===== src/rtl/elseq_pkg.sv =====
package elseq_pkg;
  typedef enum logic [1:0] {
    ST_IDLE = 2'd0,
    ST_RUN  = 2'd1,
    ST_FIN  = 2'd2
  } seq_st_e;

  // bit positions inside a 4-bit condition field
  localparam int CB_LT = 3;
  localparam int CB_GT = 2;
  localparam int CB_EQ = 1;
  localparam int CB_SO = 0;
endpackage


===== src/rtl/elseq_test.sv =====
module elseq_test (
  input  logic [3:0] cond,
  input  logic [1:0] sel,
  input  logic       inv,
  output logic       fail
);
  import elseq_pkg::*;

  logic bit_pick;

  always_comb begin
    unique case (sel)
      2'd0:    bit_pick = cond[CB_LT];
      2'd1:    bit_pick = cond[CB_GT];
      2'd2:    bit_pick = cond[CB_EQ];
      default: bit_pick = cond[CB_SO];
    endcase
    fail = bit_pick ^ inv;
  end
endmodule


===== src/rtl/elseq_ctrl.sv =====
module elseq_ctrl #(
  parameter int MAX_VL = 128,
  localparam int VLW  = $clog2(MAX_VL + 1),
  localparam int IDXW = (MAX_VL > 1) ? $clog2(MAX_VL) : 1
) (
  input  logic            clk,
  input  logic            rst_n,
  input  logic            start,
  input  logic [VLW-1:0]  vl_in,
  input  logic            ff_en,
  input  logic            rec_en,
  input  logic [1:0]      tst_sel,
  input  logic            tst_inv,
  input  logic            rsp_valid,
  input  logic            fail,
  output logic [1:0]      cfg_sel,
  output logic            cfg_inv,
  output logic            req_valid,
  output logic [IDXW-1:0] req_idx,
  output logic            cf_we,
  output logic [IDXW-1:0] cf_addr,
  output logic [VLW-1:0]  vl_out,
  output logic            done,
  output logic            busy
);
  import elseq_pkg::*;

  localparam logic [VLW-1:0] VL_CAP = VLW'(MAX_VL);

  seq_st_e         st_q, st_d;
  logic [IDXW-1:0] idx_q, idx_d;
  logic [VLW-1:0]  vl_q, vl_d;
  logic            ff_q, rec_q, inv_q;
  logic [1:0]      sel_q;
  logic            cfg_ld, accept, last_el;
  logic [VLW-1:0]  vl_clamped;

  assign vl_clamped = (vl_in > VL_CAP) ? VL_CAP : vl_in;
  assign cfg_ld     = (st_q == ST_IDLE) && start;
  assign accept     = (st_q == ST_RUN) && rsp_valid;
  assign last_el    = (VLW'(idx_q) + VLW'(1)) == vl_q;

  always_comb begin
    st_d  = st_q;
    idx_d = idx_q;
    vl_d  = vl_q;
    unique case (st_q)
      ST_IDLE: begin
        if (start) begin
          idx_d = '0;
          vl_d  = vl_clamped;
          st_d  = (vl_clamped == '0) ? ST_FIN : ST_RUN;
        end
      end
      ST_RUN: begin
        if (rsp_valid) begin
          if (ff_q && fail) begin
            vl_d = VLW'(idx_q);
            st_d = ST_FIN;
          end else if (last_el) begin
            st_d = ST_FIN;
          end else begin
            idx_d = idx_q + IDXW'(1);
          end
        end
      end
      default: st_d = ST_IDLE;
    endcase
  end

  always_ff @(posedge clk or negedge rst_n) begin
    if (!rst_n) begin
      st_q  <= ST_IDLE;
      idx_q <= '0;
      vl_q  <= '0;
    end else begin
      st_q  <= st_d;
      idx_q <= idx_d;
      vl_q  <= vl_d;
    end
  end

  always_ff @(posedge clk or negedge rst_n) begin
    if (!rst_n) begin
      ff_q  <= 1'b0;
      rec_q <= 1'b0;
      sel_q <= 2'd0;
      inv_q <= 1'b0;
    end else if (cfg_ld) begin
      ff_q  <= ff_en;
      rec_q <= rec_en;
      sel_q <= tst_sel;
      inv_q <= tst_inv;
    end
  end

  assign cfg_sel   = sel_q;
  assign cfg_inv   = inv_q;
  assign req_valid = (st_q == ST_RUN);
  assign req_idx   = idx_q;
  assign cf_we     = accept && rec_q;
  assign cf_addr   = idx_q;
  assign vl_out    = vl_q;
  assign done      = (st_q == ST_FIN);
  assign busy      = (st_q != ST_IDLE);

  p_done_pulse_r10: assert property (@(posedge clk) disable iff (!rst_n)
    done |=> !done && !busy);

  p_req_hold_r8: assert property (@(posedge clk) disable iff (!rst_n)
    (req_valid && !rsp_valid) |=> (req_valid && $stable(req_idx)));

  p_idx_step_r2: assert property (@(posedge clk) disable iff (!rst_n)
    (req_valid && rsp_valid) |=> (done || (req_valid && req_idx == $past(req_idx) + IDXW'(1))));

  p_zero_vl_r7: assert property (@(posedge clk) disable iff (!rst_n)
    (!busy && start && vl_in == '0) |=> (done && !req_valid && vl_out == '0));

  p_trunc_r3: assert property (@(posedge clk) disable iff (!rst_n)
    (req_valid && rsp_valid && ff_q && fail) |=> (done && vl_out == VLW'($past(req_idx))));

  p_rsp_only_open_r8: assert property (@(posedge clk) disable iff (!rst_n)
    rsp_valid |-> req_valid);

  p_no_wr_idle_r4: assert property (@(posedge clk) disable iff (!rst_n)
    !req_valid |-> !cf_we);
endmodule


===== src/rtl/elseq_top.sv =====
module elseq_top #(
  parameter int MAX_VL = 128,
  localparam int VLW  = $clog2(MAX_VL + 1),
  localparam int IDXW = (MAX_VL > 1) ? $clog2(MAX_VL) : 1
) (
  input  logic            clk,
  input  logic            rst_n,
  input  logic            start,
  input  logic [VLW-1:0]  vl_in,
  input  logic            ff_en,
  input  logic            rec_en,
  input  logic [1:0]      tst_sel,
  input  logic            tst_inv,
  output logic            req_valid,
  output logic [IDXW-1:0] req_idx,
  input  logic            rsp_valid,
  input  logic [3:0]      rsp_cond,
  output logic            cf_we,
  output logic [IDXW-1:0] cf_addr,
  output logic [3:0]      cf_data,
  output logic [VLW-1:0]  vl_out,
  output logic            done,
  output logic            busy
);
  logic [1:0] cfg_sel;
  logic       cfg_inv;
  logic       fail;

  elseq_test u_test (
    .cond (rsp_cond),
    .sel  (cfg_sel),
    .inv  (cfg_inv),
    .fail (fail)
  );

  elseq_ctrl #(.MAX_VL(MAX_VL)) u_ctrl (
    .clk       (clk),
    .rst_n     (rst_n),
    .start     (start),
    .vl_in     (vl_in),
    .ff_en     (ff_en),
    .rec_en    (rec_en),
    .tst_sel   (tst_sel),
    .tst_inv   (tst_inv),
    .rsp_valid (rsp_valid),
    .fail      (fail),
    .cfg_sel   (cfg_sel),
    .cfg_inv   (cfg_inv),
    .req_valid (req_valid),
    .req_idx   (req_idx),
    .cf_we     (cf_we),
    .cf_addr   (cf_addr),
    .vl_out    (vl_out),
    .done      (done),
    .busy      (busy)
  );

  assign cf_data = rsp_cond;

  p_cf_match_r4: assert property (@(posedge clk) disable iff (!rst_n)
    cf_we |-> (rsp_valid && cf_addr == req_idx));
endmodule


===== config.mk =====
export PLATFORM = sky130hd
export DESIGN_NAME = elseq_top
export DESIGN_NICKNAME = d
export VERILOG_FILES = /design/src/rtl/elseq_pkg.sv /design/src/rtl/elseq_test.sv /design/src/rtl/elseq_ctrl.sv /design/src/rtl/elseq_top.sv
export SDC_FILE = /design/constraint.sdc
export NUM_CORES = 1
export LEC_CHECK = 0
export BUFFER_PORTS_ARGS = -buffer_cell sky130_fd_sc_hd__buf_4
export CORE_ASPECT_RATIO = 1.1
export CORE_MARGIN = 1
export CORE_UTILIZATION = 48
export DETAILED_ROUTE_END_ITERATION = 10
export PLACE_DENSITY = 0.85
export SETUP_SLACK_MARGIN = 0.15
export SLEW_MARGIN = 20
export SYNTH_ARGS = -nofsm -noshare
export SYNTH_HDL_FRONTEND = slang
export SYNTH_SLANG_ARGS = --single-unit
export TNS_END_PERCENT = 10

===== constraint.sdc =====
create_clock -name clk -period 2.2 [get_ports clk]
set_input_delay 0 -clock clk [delete_from_list [all_inputs] [get_ports clk]]
set_output_delay 0 -clock clk [all_outputs]
set_load 0.1 [all_outputs]

-- Yosys cells after proc, flatten, opt, wreduce, memory -nomap -nowiden
Index checks and enable logic that the tools add are counted.
- register bits: 22
- input port bits: 21
- output and inout port bits: 30
- add/subtract/negate cells: 2
- order comparisons: 1
- equality and inequality tests: 11
- mux-type cells: 17
- bitwise gates (word level): 1
- reduce and logical (&&, ||, !) cells: 12
- operators by type and width (operator ; count):
    8-bit two-way mux ; 4
    7-bit two-way mux ; 4
    8-bit one-hot mux with 2 select lines ; 1
    7-bit one-hot mux with 2 select lines ; 1
    2-bit two-way mux ; 5
    7-bit by 1-bit adder with 8-bit output, second input constant ; 1
    8-bit == test ; 1
    8-bit > comparator, second input constant ; 1
    8-bit zero test ; 1
    7-bit by 1-bit adder with 7-bit output, second input constant ; 1
    2-bit inequality test, second input constant ; 3
    5-bit AND reduction ; 1
    2-bit by 1-bit == test with 1-bit output, second input constant ; 2
    2-bit == test, second input constant ; 2
    1-bit logical AND ; 4
    2-bit zero test ; 2
    2-bit by 1-bit inequality test with 1-bit output, second input constant ; 2
    2-bit one-hot mux with 2 select lines ; 1
    4-bit AND reduction ; 1
    2-bit nonzero test ; 2
    3-bit by 1-bit inequality test with 1-bit output, second input constant ; 1
    1-bit one-hot mux with 3 select lines ; 1
    3-bit AND reduction ; 1
    1-bit XOR ; 1

-- Depth between registers and ports, before layout
- word-level depth: 7
- depth in mapped cells: 8
- gate-level depth less buffers: 7

-- Modules after synthesis
A second synthesis with hierarchy kept.
- cell total of the unflattened synthesis: 162
- area total of the unflattened synthesis: 1476.4 um^2
- modules (own cells, without submodules) (module ; instances ; cells an instance ; area an instance (um^2)):
    elseq_ctrl ; 1 ; 156 ; 1415.1
    elseq_test ; 1 ; 2 ; 31.3
    elseq_top ; 1 ; 4 ; 30.0

-- Worst setup path after synthesis
OpenSTA, ideal clock, no wires.
- kind: reg-to-reg
- start point: reg u_ctrl.idx_q[2], in the netlist u_ctrl.cf_addr[2]
- end point: reg u_ctrl.idx_q[6], in the netlist u_ctrl.cf_addr[6]
- data arrival time: 2.622 ns
- required time: 2.031 ns
- slack: -0.591 ns
- cell stages (with the launch flop): 9
- path buffers: 2
- period minus slack after synthesis: 2.791 ns
- cells stage by stage: dfrtp_1 > buf_2 > nand3_2 > or3_1 > and3_1 > a41o_1 > buf_6 > o311ai_0 > o311ai_1
- word-level cells in the longest chain between the ends: 5
- elaborated cells on any way between the ends: 9
- those cells by class: add/sub (2); eq/ne (2); mux (4); reduce/logical (1)
- RTL lines (element ; RTL line ; text):
    start: declaration ; elseq_ctrl.sv:31 ; logic [IDXW-1:0] idx_q, idx_d;
    start signal: assignment ; elseq_ctrl.sv:78 ; idx_q <= idx_d;
    parallel branches: the longest is 5 deep, another holds 7-bit by 1-bit adder with 8-bit output ; n/a ;
Several ways; the timed one is not identified. The select of a mux whose other input is x is not followed.
A chain may end at the register's enable or synchronous reset.

-- Final worst setup path
- start point: reg u_ctrl.idx_q[0], in the netlist u_ctrl.cf_addr[0]
- end point: reg u_ctrl.idx_q[0], in the netlist u_ctrl.cf_addr[0]
Same word-level chain as after synthesis.

==> run_results.csv <==
group,metric,value,unit
floorplanning,die_h,58.4,um
clock_tree,htreeDepth,1,
sta,slew_headroom,74.1,%
clock_tree,clkSinkCount,22,
critical_path,crit_path_max_incr_delay,530,ps
place,dpl_cell_area,1740,sq um
floorplanning,num_io_pins,51,
place,dp_hpwl,2.35,mm
critical_path,crit_path_cell_trace,"ha_2 > xor2_1 > nor4_2 > a41o_2 > nor2_1 > mux2_2",
yosys,netlist_area,1390,sq um
place,port_buffers,50,
sta,rsz0062_at_grt,"true",
sta,period_share,98.9,%
yosys,synth-simple-area-share,19.3,%
yosys,synthAdderAreaFrac,0.902,%
floorplanning,die_area,3110,sq um
yosys,ys_seq_area_share,39.7,%
yosys,muxShareOfSynthArea,7.21,%
route,post_drt_wl_per_cell,14.9,um
yosys,ys_warn_count,0,
route,first_pass_iters,4,
place,place_ws,15.9,ps
route,drc,0,
critical_path,cp.required,2410,ps
floorplanning,start_util,50.4,%
global_routing,first_global_vias,1197,
yosys,synth_top_family_by_area,"simple AND/OR/NAND/NOR gates",
critical_path,crit_path_end_kind,"flop",
min_path,min_path_type,"in2reg",
route,vias_per_cell,5.61,
sta,tightest_slew,385,ps
yosys,synth_cells,145,
critical_path,cp_data_arrival_time,2380,ps
clock_tree,numCtsBuffers,3,
critical_path,r2r.worst_path.cells,6,
yosys,ys_ff_latch,22,
finish,finish.utilization,68.7,%
floorplanning,core_area,2750,sq um
place,gp_congestion,0.857,
critical_path,crit_type,"reg2reg",
sta,fmax,460,MHz
sta,fin_crit,2180,ps
run,drv_cap,0,
critical_path,crit_fanout,6,
sta,worst_slack,24.1,ps
yosys,synthXorXnorAreaFrac,9.20,%
yosys,synth_compound_area_share,14.3,%
finish,nNetsFinal,216,
critical_path,reg2reg_slack,20,ps
global_routing,grt_usage,22.4,%
finish,syn2layout_area_growth,36.2,%
global_routing,grt_max_degree,23,
critical_path,cpMaxStageDelayCell,"dfrtp_4",
yosys,synth.distinct_cells,38,
route,first_iter_violations,53,
sta,maxSlewViolCount,0,
route,vias,1267,
global_routing,gr-total-overflow,0,
finish,n_antenna_cell,0,
min_path,hold-path-cell-count,3,
global_routing,grt_pass1_wl,5.25,mm
yosys,synth_nets,167,
floorplanning,rows,20,
route,ant_nets,0,
sta,setup_viol,0,
clock_tree,clock_latency,310,ps
sta,skew,12.0,ps
yosys,avgSynthCellArea,9.57,sq um
finish,stdcell_area,1890,sq um
sta,hold_violations,0,
sta,hold_slack,12.7,ps
critical_path,cp-start-kind,"flop",
clock_tree,clockBufferDepth,2,
finish,drive_gt1_share,45.6,%
route,wl,3.37,mm
clock_tree,clkTransAtPathRegs,130,ps
clock_tree,cts_tree,"yes",
floorplanning,die-width,53.3,um
global_routing,antenna_found_initial,0,
status,status,"completed",
clock_tree,root_buffer,"clkbuf_4",
synthesized netlist by cell type, drive strengths merged:
cell type | n | area share [%]
nand4 | 1 | 0.45
a41o | 1 | 0.72
mux2i | 1 | 0.72
o21ai | 8 | 2.9
nor2b | 1 | 0.45
o311ai | 2 | 1.3
buf | 13 | 7.1
nand2b | 2 | 0.90
clkbuf | 6 | 1.7
and3 | 3 | 1.4
nand3 | 3 | 1.4
inv | 2 | 0.54
or4 | 1 | 0.54
o211ai | 5 | 2.7
or2 | 5 | 2.3
o21bai | 1 | 0.54
a22o | 3 | 1.9
a21oi | 9 | 3.2
mux2 | 6 | 4.9
nand2 | 15 | 4.1
ha | 1 | 0.90
mux4 | 1 | 1.6
nor2 | 5 | 1.4
xnor3 | 1 | 1.6
nor3b | 7 | 3.8
and2 | 1 | 0.45
xnor2 | 7 | 4.4
xor2 | 5 | 3.2
dfrtp | 22 | 40
or3 | 2 | 0.90
nor4 | 3 | 1.4
a21o | 2 | 1.1
what timing repair did:
action | 4_1_cts | 5_1_grt
hold endpoints to repair | 28 | 0
pin swaps | 1 | 1
endpoints found under the setup margin | 8 | 8
buffers inserted | 0 | 1
cloned | 0 | 1
hold buffers | 7 | 0
gates resized for setup | 2 | 5
layout make-up:
cell class	instances	area, sq um
clock buffer	4	26.3
multi-input combinational	103	753
sequential	22	579
inverter	2	7.51
tap	33	41.3
timing repair buffer	62	483
fill	222	862
registers in the layout, summed over array words and instances (netlist names):
| name | flops |
|---|---|
| u_ctrl.vl_out | 8 |
| u_ctrl.rec_q | 1 |
| u_ctrl.cfg_sel | 2 |
| u_ctrl.ff_q | 1 |
| u_ctrl.cfg_inv | 1 |
| u_ctrl.cf_addr | 7 |
| u_ctrl.st_q | 2 |
per-layer routing:
| layer | up-vias | track usage [%] | share of wire, % |
|---|---|---|---|
| met3 | 10 | 3.62 | 5.6 |
| li1 | 598 | - | - |
| met5 | - | 0 | 0 |
| met1 | 603 | 28.6 | 40 |
| met2 | 56 | 36.8 | 52 |
| met4 | 0 | 9.40 | 2.3 |
critical path: cells and delay by family (launching register included):
family | cells | cell delay (ps)
fa+ha+maj | 1 | 300
simple gates | 2 | 490
xor+xnor | 1 | 180
mux | 1 | 270
compound gates | 1 | 300
flops | 1 | 530
cells by family (layout without fill, tap and decap cells):
logic type | after synthesis | after routing
adders and majority gates | 1 | 1
xor gates and xnor gates | 13 | 13
buffers and inverters | 21 | 68
DFF | 22 | 22
and+or+nand+nor | 49 | 49
muxes | 8 | 8
AOI/OAI and AO/OA | 31 | 32
metrics by stage:
| step | cells | TNS, ps |
|---|---|---|
| detailed placement | 213 | 0 |
| finish | 226 | 0 |
| floorplan | 145 | -75.2 |
| CTS | 224 | 0 |
| global placement | 213 | 0 |
| global route | 226 | -192 |
path summary, 6_finish.rpt:
path	end	startpoint
max	u_ctrl.cf_addr[0]	u_ctrl.cf_addr[0]
min	u_ctrl.st_q[0]	rsp_valid
max reg2reg	u_ctrl.cf_addr[0]	u_ctrl.cf_addr[0]
min reg2reg	u_ctrl.rec_q	u_ctrl.rec_q
max in group asynchronous	u_ctrl.cf_addr[1]	rst_n
min in group asynchronous	u_ctrl.cf_addr[5]	rst_n
cell usage in the layout, fill, tap and decap left out, drive strengths merged:
| cell | instances |
|---|---|
| xor2 | 5 |
| nor2 | 5 |
| nand3 | 3 |
| a21o | 2 |
| mux2 | 6 |
| nand2 | 15 |
| dfrtp | 22 |
| o311ai | 2 |
| nor4 | 3 |
| or2 | 5 |
| ha | 1 |
| a21oi | 9 |
| and3 | 3 |
| a41o | 2 |
| clkbuf | 4 |
| mux4 | 1 |
| or3 | 2 |
| nor3b | 7 |
| dlygate4sd3 | 7 |
| and2 | 1 |
| o211ai | 5 |
| o21ai | 8 |
| a22o | 3 |
| nor2b | 1 |
| xnor3 | 1 |
| or4 | 1 |
| inv | 2 |
| buf | 55 |
| o21bai | 1 |
| nand2b | 2 |
| mux2i | 1 |
| xnor2 | 7 |
| nand4 | 1 |
Power is left out: the tool's default activity adds up to more than one toggle a clock period on the data nets, which glitch-free logic cannot reach.
